**src/rtl/loopAttachPkg.sv**
```systemverilog
package loopAttachPkg;
  typedef enum logic [1:0] {
    ST_OFF  = 2'd0,
    ST_ON   = 2'd1,
    ST_SEND = 2'd2,
    ST_EXIT = 2'd3
  } loopState_t;

  typedef struct packed {
    logic bitTick;
    logic repeatRx;
    logic sendActive;
    logic frameInit;
  } dpStrobe_t;
endpackage

```
**src/rtl/loopAttachCtrl.sv**
```systemverilog
module loopAttachCtrl
  import loopAttachPkg::*;
(
  input  logic      clk,
  input  logic      rstN,
  input  logic      bitEn,
  input  logic      loopModeEn,
  input  logic      pollGoActive,
  input  logic      frameStart,
  input  logic      flagClr,
  input  logic      sevenHit,
  input  logic      frameDone,
  output dpStrobe_t strobe,
  output logic      onLoop,
  output logic      loopSending,
  output logic      brkAbort,
  output logic      hunt
);
  loopState_t state, stateNext;
  logic joinHit, leaveHit;

  assign joinHit  = bitEn && (state == ST_OFF) && sevenHit && loopModeEn && pollGoActive;
  assign leaveHit = bitEn && (state == ST_EXIT) && sevenHit;

  always_comb begin
    stateNext = state;
    if (bitEn) begin
      unique case (state)
        ST_OFF:  if (joinHit) stateNext = ST_ON;
        ST_ON: begin
          if (!loopModeEn) stateNext = ST_EXIT;
          else if (pollGoActive && frameStart) stateNext = ST_SEND;
        end
        ST_SEND: if (frameDone) stateNext = ST_ON;
        ST_EXIT: begin
          if (leaveHit) stateNext = ST_OFF;
          else if (loopModeEn) stateNext = ST_ON;
        end
        default: stateNext = ST_OFF;
      endcase
    end
  end

  always_ff @(posedge clk or negedge rstN) begin
    if (!rstN) state <= ST_OFF;
    else       state <= stateNext;
  end

  // Latched event flags: a new seven-ones event wins over a clear pulse
  always_ff @(posedge clk or negedge rstN) begin
    if (!rstN) begin
      brkAbort <= 1'b0;
      hunt     <= 1'b0;
    end else if (joinHit || leaveHit) begin
      brkAbort <= 1'b1;
      hunt     <= 1'b1;
    end else if (flagClr) begin
      brkAbort <= 1'b0;
      hunt     <= 1'b0;
    end
  end

  always_comb begin
    strobe.bitTick    = bitEn;
    strobe.repeatRx   = (state == ST_ON) || (state == ST_EXIT);
    strobe.sendActive = (state == ST_SEND);
    strobe.frameInit  = bitEn && (state == ST_ON) && loopModeEn && pollGoActive && frameStart;
  end

  assign onLoop      = (state != ST_OFF);
  assign loopSending = (state == ST_SEND);
endmodule

```
**src/rtl/loopAttachDp.sv**
```systemverilog
module loopAttachDp
  import loopAttachPkg::*;
#(
  parameter int BYTE_W = 8,
  parameter int RUN_LEN = 7,
  parameter logic [BYTE_W-1:0] IDLE_FLAG = 8'h7E
) (
  input  logic              clk,
  input  logic              rstN,
  input  dpStrobe_t         strobe,
  input  logic              rxBit,
  input  logic              idleFlags,
  input  logic [BYTE_W-1:0] txByte,
  input  logic              txValid,
  input  logic              txLast,
  output logic              txReady,
  output logic              txBit,
  output logic              sevenHit,
  output logic              frameDone
);
  localparam int CNT_W = $clog2(RUN_LEN + 1);
  localparam int BIT_W = $clog2(BYTE_W + 1);
  localparam int IDX_W = (BYTE_W > 1) ? $clog2(BYTE_W) : 1;
  localparam logic [CNT_W-1:0] RUN_MAX  = CNT_W'(RUN_LEN);
  localparam logic [CNT_W-1:0] RUN_PRE  = CNT_W'(RUN_LEN - 1);
  localparam logic [BIT_W-1:0] BIT_LOAD = BIT_W'(BYTE_W - 1);
  localparam logic [IDX_W-1:0] IDX_LAST = IDX_W'(BYTE_W - 1);

  logic [CNT_W-1:0]  runCnt;
  logic [BYTE_W-1:0] shReg;
  logic [BIT_W-1:0]  bitsLeft;
  logic              lastLoaded;
  logic [IDX_W-1:0]  idlePhase;
  logic              idleBit;
  logic              slotFree;

  // Consecutive-ones counter, saturating at the run length
  always_ff @(posedge clk or negedge rstN) begin
    if (!rstN) runCnt <= '0;
    else if (strobe.bitTick) begin
      if (!rxBit)               runCnt <= '0;
      else if (runCnt != RUN_MAX) runCnt <= runCnt + 1'b1;
    end
  end

  assign sevenHit  = strobe.bitTick && rxBit && (runCnt == RUN_PRE);
  assign slotFree  = strobe.sendActive && strobe.bitTick && (bitsLeft == '0);
  assign frameDone = slotFree && lastLoaded;
  assign txReady   = slotFree && !lastLoaded;
  assign idleBit   = idleFlags ? IDLE_FLAG[idlePhase] : 1'b1;

  always_ff @(posedge clk or negedge rstN) begin
    if (!rstN) begin
      shReg      <= '0;
      bitsLeft   <= '0;
      lastLoaded <= 1'b0;
      idlePhase  <= '0;
    end else if (strobe.frameInit) begin
      bitsLeft   <= '0;
      lastLoaded <= 1'b0;
      idlePhase  <= '0;
    end else if (strobe.bitTick && strobe.sendActive) begin
      if (frameDone) begin
        lastLoaded <= 1'b0;
      end else if (bitsLeft != '0) begin
        shReg    <= shReg >> 1;
        bitsLeft <= bitsLeft - 1'b1;
      end else if (txValid) begin
        shReg      <= txByte >> 1;
        bitsLeft   <= BIT_LOAD;
        lastLoaded <= txLast;
      end else begin
        idlePhase <= (idlePhase == IDX_LAST) ? '0 : idlePhase + 1'b1;
      end
    end
  end

  always_ff @(posedge clk or negedge rstN) begin
    if (!rstN) txBit <= 1'b1;
    else if (strobe.bitTick) begin
      if (strobe.sendActive) begin
        if (frameDone)              txBit <= rxBit;
        else if (bitsLeft != '0)    txBit <= shReg[0];
        else if (txValid)           txBit <= txByte[0];
        else                        txBit <= idleBit;
      end else if (strobe.repeatRx) txBit <= rxBit;
      else                          txBit <= 1'b1;
    end
  end
endmodule

```
**src/rtl/loopAttach.sv**
```systemverilog
module loopAttach
  import loopAttachPkg::*;
#(
  parameter int BYTE_W = 8,
  parameter int RUN_LEN = 7
) (
  input  logic              clk,
  input  logic              rstN,
  input  logic              bitEn,
  input  logic              rxBit,
  input  logic              loopModeEn,
  input  logic              pollGoActive,
  input  logic              frameStart,
  input  logic              idleFlags,
  input  logic              flagClr,
  input  logic [BYTE_W-1:0] txByte,
  input  logic              txValid,
  input  logic              txLast,
  output logic              txReady,
  output logic              txBit,
  output logic              onLoop,
  output logic              loopSending,
  output logic              brkAbort,
  output logic              hunt
);
  dpStrobe_t strobe;
  logic sevenHit, frameDone;

  loopAttachCtrl i_ctrl (
    .clk(clk), .rstN(rstN), .bitEn(bitEn),
    .loopModeEn(loopModeEn), .pollGoActive(pollGoActive),
    .frameStart(frameStart), .flagClr(flagClr),
    .sevenHit(sevenHit), .frameDone(frameDone),
    .strobe(strobe), .onLoop(onLoop), .loopSending(loopSending),
    .brkAbort(brkAbort), .hunt(hunt)
  );

  loopAttachDp #(.BYTE_W(BYTE_W), .RUN_LEN(RUN_LEN)) i_dp (
    .clk(clk), .rstN(rstN), .strobe(strobe), .rxBit(rxBit),
    .idleFlags(idleFlags), .txByte(txByte), .txValid(txValid),
    .txLast(txLast), .txReady(txReady), .txBit(txBit),
    .sevenHit(sevenHit), .frameDone(frameDone)
  );
endmodule

```
**config.mk**
```make
export PLATFORM = sky130hd
export DESIGN_NAME = loopAttach
export DESIGN_NICKNAME = d
export VERILOG_FILES = /design/src/rtl/loopAttachPkg.sv /design/src/rtl/loopAttachCtrl.sv /design/src/rtl/loopAttachDp.sv /design/src/rtl/loopAttach.sv
export SDC_FILE = /design/constraint.sdc
export NUM_CORES = 1
export LEC_CHECK = 0
export ABC_AREA = 1
export BUFFER_PORTS_ARGS = -buffer_cell sky130_fd_sc_hd__buf_2
export CAP_MARGIN = 20
export CORE_ASPECT_RATIO = 1.5
export CORE_UTILIZATION = 47
export CTS_BUF_LIST = sky130_fd_sc_hd__clkbuf_4 sky130_fd_sc_hd__clkbuf_8
export CTS_CLUSTER_DIAMETER = 60
export DETAILED_ROUTE_END_ITERATION = 6
export GPL_ROUTABILITY_DRIVEN = 0
export PLACE_DENSITY = 0.71
export SYNTH_ARGS = -nofsm -noshare
export SYNTH_HDL_FRONTEND = slang
export SYNTH_SLANG_ARGS = --single-unit
```
**constraint.sdc**
```tcl
create_clock -name clk -period 1.5 [get_ports clk]
set_input_delay 0.225 -clock clk [delete_from_list [all_inputs] [get_ports clk]]
set_output_delay 0.225 -clock clk [all_outputs]
set_load 0.02 [all_outputs]
```
# Word-level counts from Yosys, hierarchy flattened

Memories as Yosys holds them, arrays and structs flattened.
Index checks and enable logic that the tools add are counted.

Output and inout bits: 6
Register bits after elaboration: 23
Bits in read-only memories: 8
Memories: 1
Word-level logic and storage cells: 101

Eq/ne operators: 15
$add $sub $neg: 3
Muxes and demuxes: 36
Bitwise logic cells: 2
Reduce and logical (&&, ||, !) cells: 35
$lt $le $gt $ge: 1

Memory list:

| name             | depth | bits a word | rd ports | clocked after memory_dff | write ports | RTL line           | source |
|---|---|---|---|---|---|---|---|
| (name not given) | 8     | 1           | 1        | 0                        | 0           | loopAttachDp.sv:50 | `assign idleBit = idleFlags ? IDLE_FLAG[idlePhase] : 1'b1;` |

Operators with widths:

| operator                                                   | number |
|---|---|
| 2-to-1 mux 3 bit                                           | 8 |
| 2-to-1 mux 4 bit                                           | 5 |
| logical AND 1 bit                                          | 17 |
| 2-to-1 mux 8 bit                                           | 2 |
| 2-to-1 mux 1 bit                                           | 14 |
| 2-to-1 mux 2 bit                                           | 6 |
| inequality test 2 x 1 -> 1 bit, second input constant      | 5 |
| one-hot mux 2 bit (4 select lines)                         | 1 |
| AND reduction 4 bit                                        | 2 |
| nonzero test 2 bit                                         | 4 |
| adder 3 x 1 -> 3 bit, second input constant                | 2 |
| == test 3 bit, second input constant                       | 2 |
| inequality test 3 x 2 -> 1 bit, second input constant      | 2 |
| inequality test 3 bit, second input constant               | 2 |
| AND reduction 3 bit                                        | 2 |
| nonzero test 3 bit                                         | 2 |
| AND reduction 5 bit                                        | 1 |
| == test 2 bit, second input constant                       | 2 |
| logical NOT 4 bit                                          | 1 |
| less-than comparator 3 x 4 -> 1 bit, second input constant | 1 |
| nonzero test 4 bit                                         | 1 |
| subtractor 4 x 1 -> 4 bit, second input constant           | 1 |
| == test 2 x 1 -> 1 bit, second input constant              | 1 |
| logical NOT 2 bit                                          | 1 |
| 5 further kinds                                            | 7 |

# Logic depth before layout (Yosys ltp)

Depth in word-level cells: 7
Mapped depth: 11
Mapped depth without buffers: 11

# By module

From an unflattened synthesis, not the netlist that was laid out.

Cells, all modules: 170
Area total of the unflattened synthesis: 1361.3 µm²

By module, submodules not included:

| module         | area each (µm²) | times used | cells each | sequential area each (µm²) |
|---|---|---|---|---|
| loopAttachDp   | 1096.1          | 1          | 128        | 476.7 |
| loopAttachCtrl | 265.3           | 1          | 42         | 75.1 |

# Worst setup path before layout

No wires, ideal clock.

Path kind: register -> register
From: register i_dp.bitsLeft[0]
To: register i_dp.idlePhase[1]
Arrival time: 1624 ps
Stages on the path, launching flop included: 9
Clock period less this slack: 1707 ps
Setup slack: -207 ps
Setup time: 83 ps
Data required time: 1417 ps
Cell sequence: dfrtp_1 -> inv_1 -> ha_1 -> nand2_2 -> nor2_8 -> nand2_4 -> nor2_1 -> nand3_1 -> o21ai_0

Word-level cells in the longest chain between the ends: 5
Elaborated cells on any way between the ends: 7
Those cells by class: eq/ne (2); reduce/logical (5)

Ends and longest elaborated chain:

| item                                            | RTL line           | source |
|---|---|---|
| start, declared                                 | loopAttachDp.sv:31 | `logic [BIT_W-1:0] bitsLeft;` |
| start signal, assigned                          | loopAttachDp.sv:67 | `bitsLeft <= bitsLeft - 1'b1;` |
| logical NOT 4 bit                               | loopAttachDp.sv:47 | `assign slotFree = strobe.sendActive && strobe.bitTick && (bitsLeft == '0);` |
| logical AND 1 bit                               | loopAttachDp.sv:47 |  |
| logical AND 1 bit                               | loopAttachDp.sv:48 | `assign frameDone = slotFree && lastLoaded;` |
| inequality test 2 x 1 -> 1 bit (no source line) | n/a                |  |
| AND reduction 4 bit (no source line) (*)        | n/a                |  |
| end signal, assigned                            | loopAttachDp.sv:73 | `idlePhase <= (idlePhase == IDX_LAST) ? '0 : idlePhase + 1'b1;` |
| end, declared                                   | loopAttachDp.sv:33 | `logic [IDX_W-1:0] idlePhase;` |

Mark *: on every way between the ends. The rest lies on a longest branch, timed or not.
A chain may end at the register's enable or synchronous reset.

# Worst setup path after layout

From: register i_dp.bitsLeft[1]
To: output txReady

Word-level cells in the longest chain between the ends: 3

Ends and longest elaborated chain:

| item              | RTL line           | source |
|---|---|---|
| logical NOT 4 bit | loopAttachDp.sv:47 |  |
| logical AND 1 bit | loopAttachDp.sv:47 |  |
| logical AND 1 bit | loopAttachDp.sv:49 | `assign txReady = slotFree && !lastLoaded;` |
| end, declared     | loopAttach.sv:19   | `output logic txReady,` |

No other way between the ends.

==> results.sh <==
export IMPL_clock_latency_ns=0.27
export IMPL_crit_type="reg2out"
export IMPL_ys_types=30
export IMPL_fin_crit_ns=1.58
export IMPL_grt_pass1_vias=1416
export IMPL_setup_ws_ns=-0.0800
export IMPL_hp_class="in2reg"
export IMPL_vias_per_cell=5.16
export IMPL_outcome="complete, but fails checks"
export IMPL_numCtsBuffers=3
export IMPL_final_setup_skew_ns=0.00398
export IMPL_wire_per_inst_um=12.4
export IMPL_synthesis_area_mm2=0.00148
export IMPL_antenna_found_initial=0
export IMPL_place_area_mm2=0.00174
export IMPL_grt_max_degree=23
export IMPL_drive_above_1_share_pct=39.2
export IMPL_violations="negative setup slack"
export IMPL_final_antenna_net_count=0
export IMPL_pin_count=25
export IMPL_path_max_fanout=3
export IMPL_cp_arrival_ns=1.35
export IMPL_vias=1373
export IMPL_htree_levels=1
export IMPL_power_per_cell_area_mw_per_mm2=1660
export IMPL_critical_path_buf_inv_count=2
export IMPL_drc=0
export IMPL_power_share_clock_pct=14.0
export IMPL_r2r_start="i_dp.bitsLeft[1]"
export IMPL_synth_cells=183
export IMPL_p_leak_uw=0.00100
export IMPL_rsz0062_at_grt="yes"
export IMPL_path_common_cell="nand2_4"
export IMPL_nNetsFinal=255
export IMPL_path_depth=7
export IMPL_period_share_pct=105
export IMPL_yosysTopAreaCell="dfrtp_1"
export IMPL_rrSetupSlack_ns=-0.06
export IMPL_cpPeakStageDelay_ns=0.39
export IMPL_setup_viol=14
export IMPL_clock_sinks=22
export IMPL_firstDrtPassIters=4
export IMPL_die_w_um=47.7
export IMPL_cp_top_family="flip-flops"
export IMPL_io_buffers=24
export IMPL_worst_pin_slew_ns=0.509
export IMPL_drv_cap=0
export IMPL_min_delay_start="txByte[7]"
export IMPL_mappedNetlistNets=210
export IMPL_ys_ff_latch=22
export IMPL_initial_core_util_pct=50.1
export IMPL_clk_pin_slew_worst_paths_ns=0.08
export IMPL_critPathLaunchType="flop"
export IMPL_switchingPower_uw=1390
export IMPL_yosysTopAreaCellShare_pct=35.6
export IMPL_fin_area_mm2=0.00191
export IMPL_synth_area_leaders="dfrtp_1, nand2_1, inv_1"
export IMPL_overflow=0
export IMPL_power_frac_comb_pct=54.6
export IMPL_seqPwrFrac_pct=31.4
export IMPL_synth_edf_count=0
export IMPL_maxSlewViolCount=0
export IMPL_clockBufferDepth=2
export IMPL_r2r_end="i_dp.shReg[2]"
export IMPL_crit_required_ns=1.27
export IMPL_hold_end="i_dp.shReg[6]"
export IMPL_hpwl_um=2510
export IMPL_wirelength_um=3290
export IMPL_die_height_um=70.6
export IMPL_groute_usage_overall_pct=22.2
export IMPL_cpMaxStageDelayCell="dfrtp_1"
export IMPL_hold_viol_final=0
export IMPL_async_flop_share_pct=100
export IMPL_synthFlopType="dfrtp_1"
export IMPL_max_clock_freq_mhz=633
export IMPL_crit_chain="inv_2 > ha_4 > nand2_4 > nor2_8 > nand2_4 > nor2_4 > buf_6"
export IMPL_area_growth_pct=29.8
export IMPL_ys_warn_count=0
export IMPL_design_core_area_mm2=0.00294
export IMPL_ys_seq_area_share_pct=37.4
export IMPL_die_area_mm2=0.00337
export IMPL_hold_path_cell_count=3
export IMPL_holdWs_ns=0.177
export IMPL_sw_frac_of_total_pct=43.7
export IMPL_first_iter_violations=24
export IMPL_r2r_cells=11
export IMPL_cts_tree="built"
export IMPL_cp_end_kind="primary output"
export IMPL_rows=24
export IMPL_syn_avg_cell_area_um2=8.06
export IMPL_clockRootBuffer="clkbuf_8"
export IMPL_antenna_diode_count=0
export IMPL_ir_worst_vdd_v=0.00105
export IMPL_yosys_cell_count_top_type="nand2_1"
export IMPL_internal_power_uw=1790
export IMPL_grt_pass1_wl_um=5480
export IMPL_relSlewSlack_pct=66.1
export IMPL_synthTopCellsByCount="nand2_1, inv_1, dfrtp_1"
registers in the layout (all words and copies together) (netlist names):
| signal | cells |
|---|---|
| i_dp.runCnt | 3 |
| i_dp.idlePhase | 3 |
| i_dp.shReg | 7 |
| i_dp.lastLoaded | 1 |
| i_ctrl.brkAbort | 1 |
| i_dp.txBit | 1 |
| i_dp.bitsLeft | 4 |
| i_ctrl.state | 2 |
stage by stage:
| step | std cells | total power (µW) | TNS [ns] | utilization, % | setup WS [ns] |
|---|---|---|---|---|---|
| finish | 266 | 3180 | -0.672 | 65.1 | -0.0800 |
| detailed placement | 255 | 2570 | 0 | 59.0 | 0.00687 |
| global route | 266 | 3420 | -1.76 | 65.1 | -0.140 |
| floorplan | 183 | 2090 | -0.0370 | - | -0.00647 |
| CTS | 264 | 3100 | -0.438 | 62.7 | -0.108 |
| global placement | 255 | 2470 | 0 | 59.0 | 0.0470 |
cell families after synthesis:
logic type | after synthesis | share of synthesized area [%]
AOI/OAI and AO/OA | 32 | 15.4
adders and majority gates | 8 | 6.79
buffers and inverters | 32 | 9.16
DFF | 22 | 37.4
and+or+nand+nor | 89 | 31.3
layer usage:
| layer | wire length (µm) | track usage, % | vias up |
|---|---|---|---|
| li1 | - | - | 678 |
| met4 | 89 | 13.9 | 0 |
| met5 | 0 | 0 | - |
| met2 | 1830 | 38.9 | 31 |
| met1 | 1270 | 22.6 | 657 |
| met3 | 97 | 3.32 | 7 |
worst register-to-register path, delay by kind of cell (launching register included):
family                   cells  cell delay, ns
buffers and inverters        3            0.39
AO/OA/AOI/OAI                1            0.06
flip-flops                   1            0.39
adder cells (fa/ha/maj)      1            0.15
AND/OR/NAND/NOR              6            0.46
power by group through the flow:
stage	sequential, µW	clock [µW]	combinational, µW
3_3_place_gp	988	0	1480
2_1_floorplan	1000	0	1090
5_1_grt	1020	475	1930
3_5_place_dp	1000	0	1570
6_report	999	444	1740
4_1_cts	995	458	1640
cell usage in the layout, fill, tap and decap left out, types with 3 or more instances in the layout:
master / Yosys / layout
nand2_1: 40 / 39
inv_1: 28 / 26
buf_2: 0 / 22
dfrtp_1: 21 / 21
buf_4: 1 / 17
nand3_1: 15 / 13
o21ai_0: 11 / 10
ha_1: 8 / 7
or2_2: 6 / 6
nand2_2: 6 / 6
nor2_1: 9 / 5
o211ai_2: 5 / 5
inv_2: 2 / 4
nor2_4: 2 / 4
o21ai_1: 5 / 4
a21oi_1: 4 / 4
nor3_1: 4 / 4
clkbuf_8: 0 / 4
nor2_2: 1 / 3
o21ai_2: 1 / 3
how the worst max path moves through the flow:
stage | from | to | slack [ns]
after global routing | i_dp.bitsLeft[1] | i_dp.bitsLeft[0] | -0.14
after detailed placement | i_dp.runCnt[0] | i_ctrl.state[1] | 0.007
final | i_dp.bitsLeft[1] | txReady | -0.08
after global placement | i_dp.bitsLeft[0] | i_dp.shReg[5] | 0.05
after floorplan | i_dp.bitsLeft[1] | i_dp.shReg[0] | -0.006
after CTS | i_dp.bitsLeft[0] | txReady | -0.11
cell type report:
cell class | instances | area [µm²]
clock buffers | 4 | 55.1
fillers | 266 | 1030
inverters | 30 | 113
multi-input cells | 129 | 867
flip-flops and latches | 22 | 552
well taps | 39 | 48.8
repair buffers | 42 | 279
timing repair:
item | CTS | global route
pin swaps | 5 | 4
gates resized for setup | 4 | 13
endpoints found under the hold margin | 21 | 0
buffers inserted | 4 | 5
endpoints found under the setup margin | 4 | 20
hold buffers | 1 | 0
No activity file was read; power rests on OpenSTA's default activity.
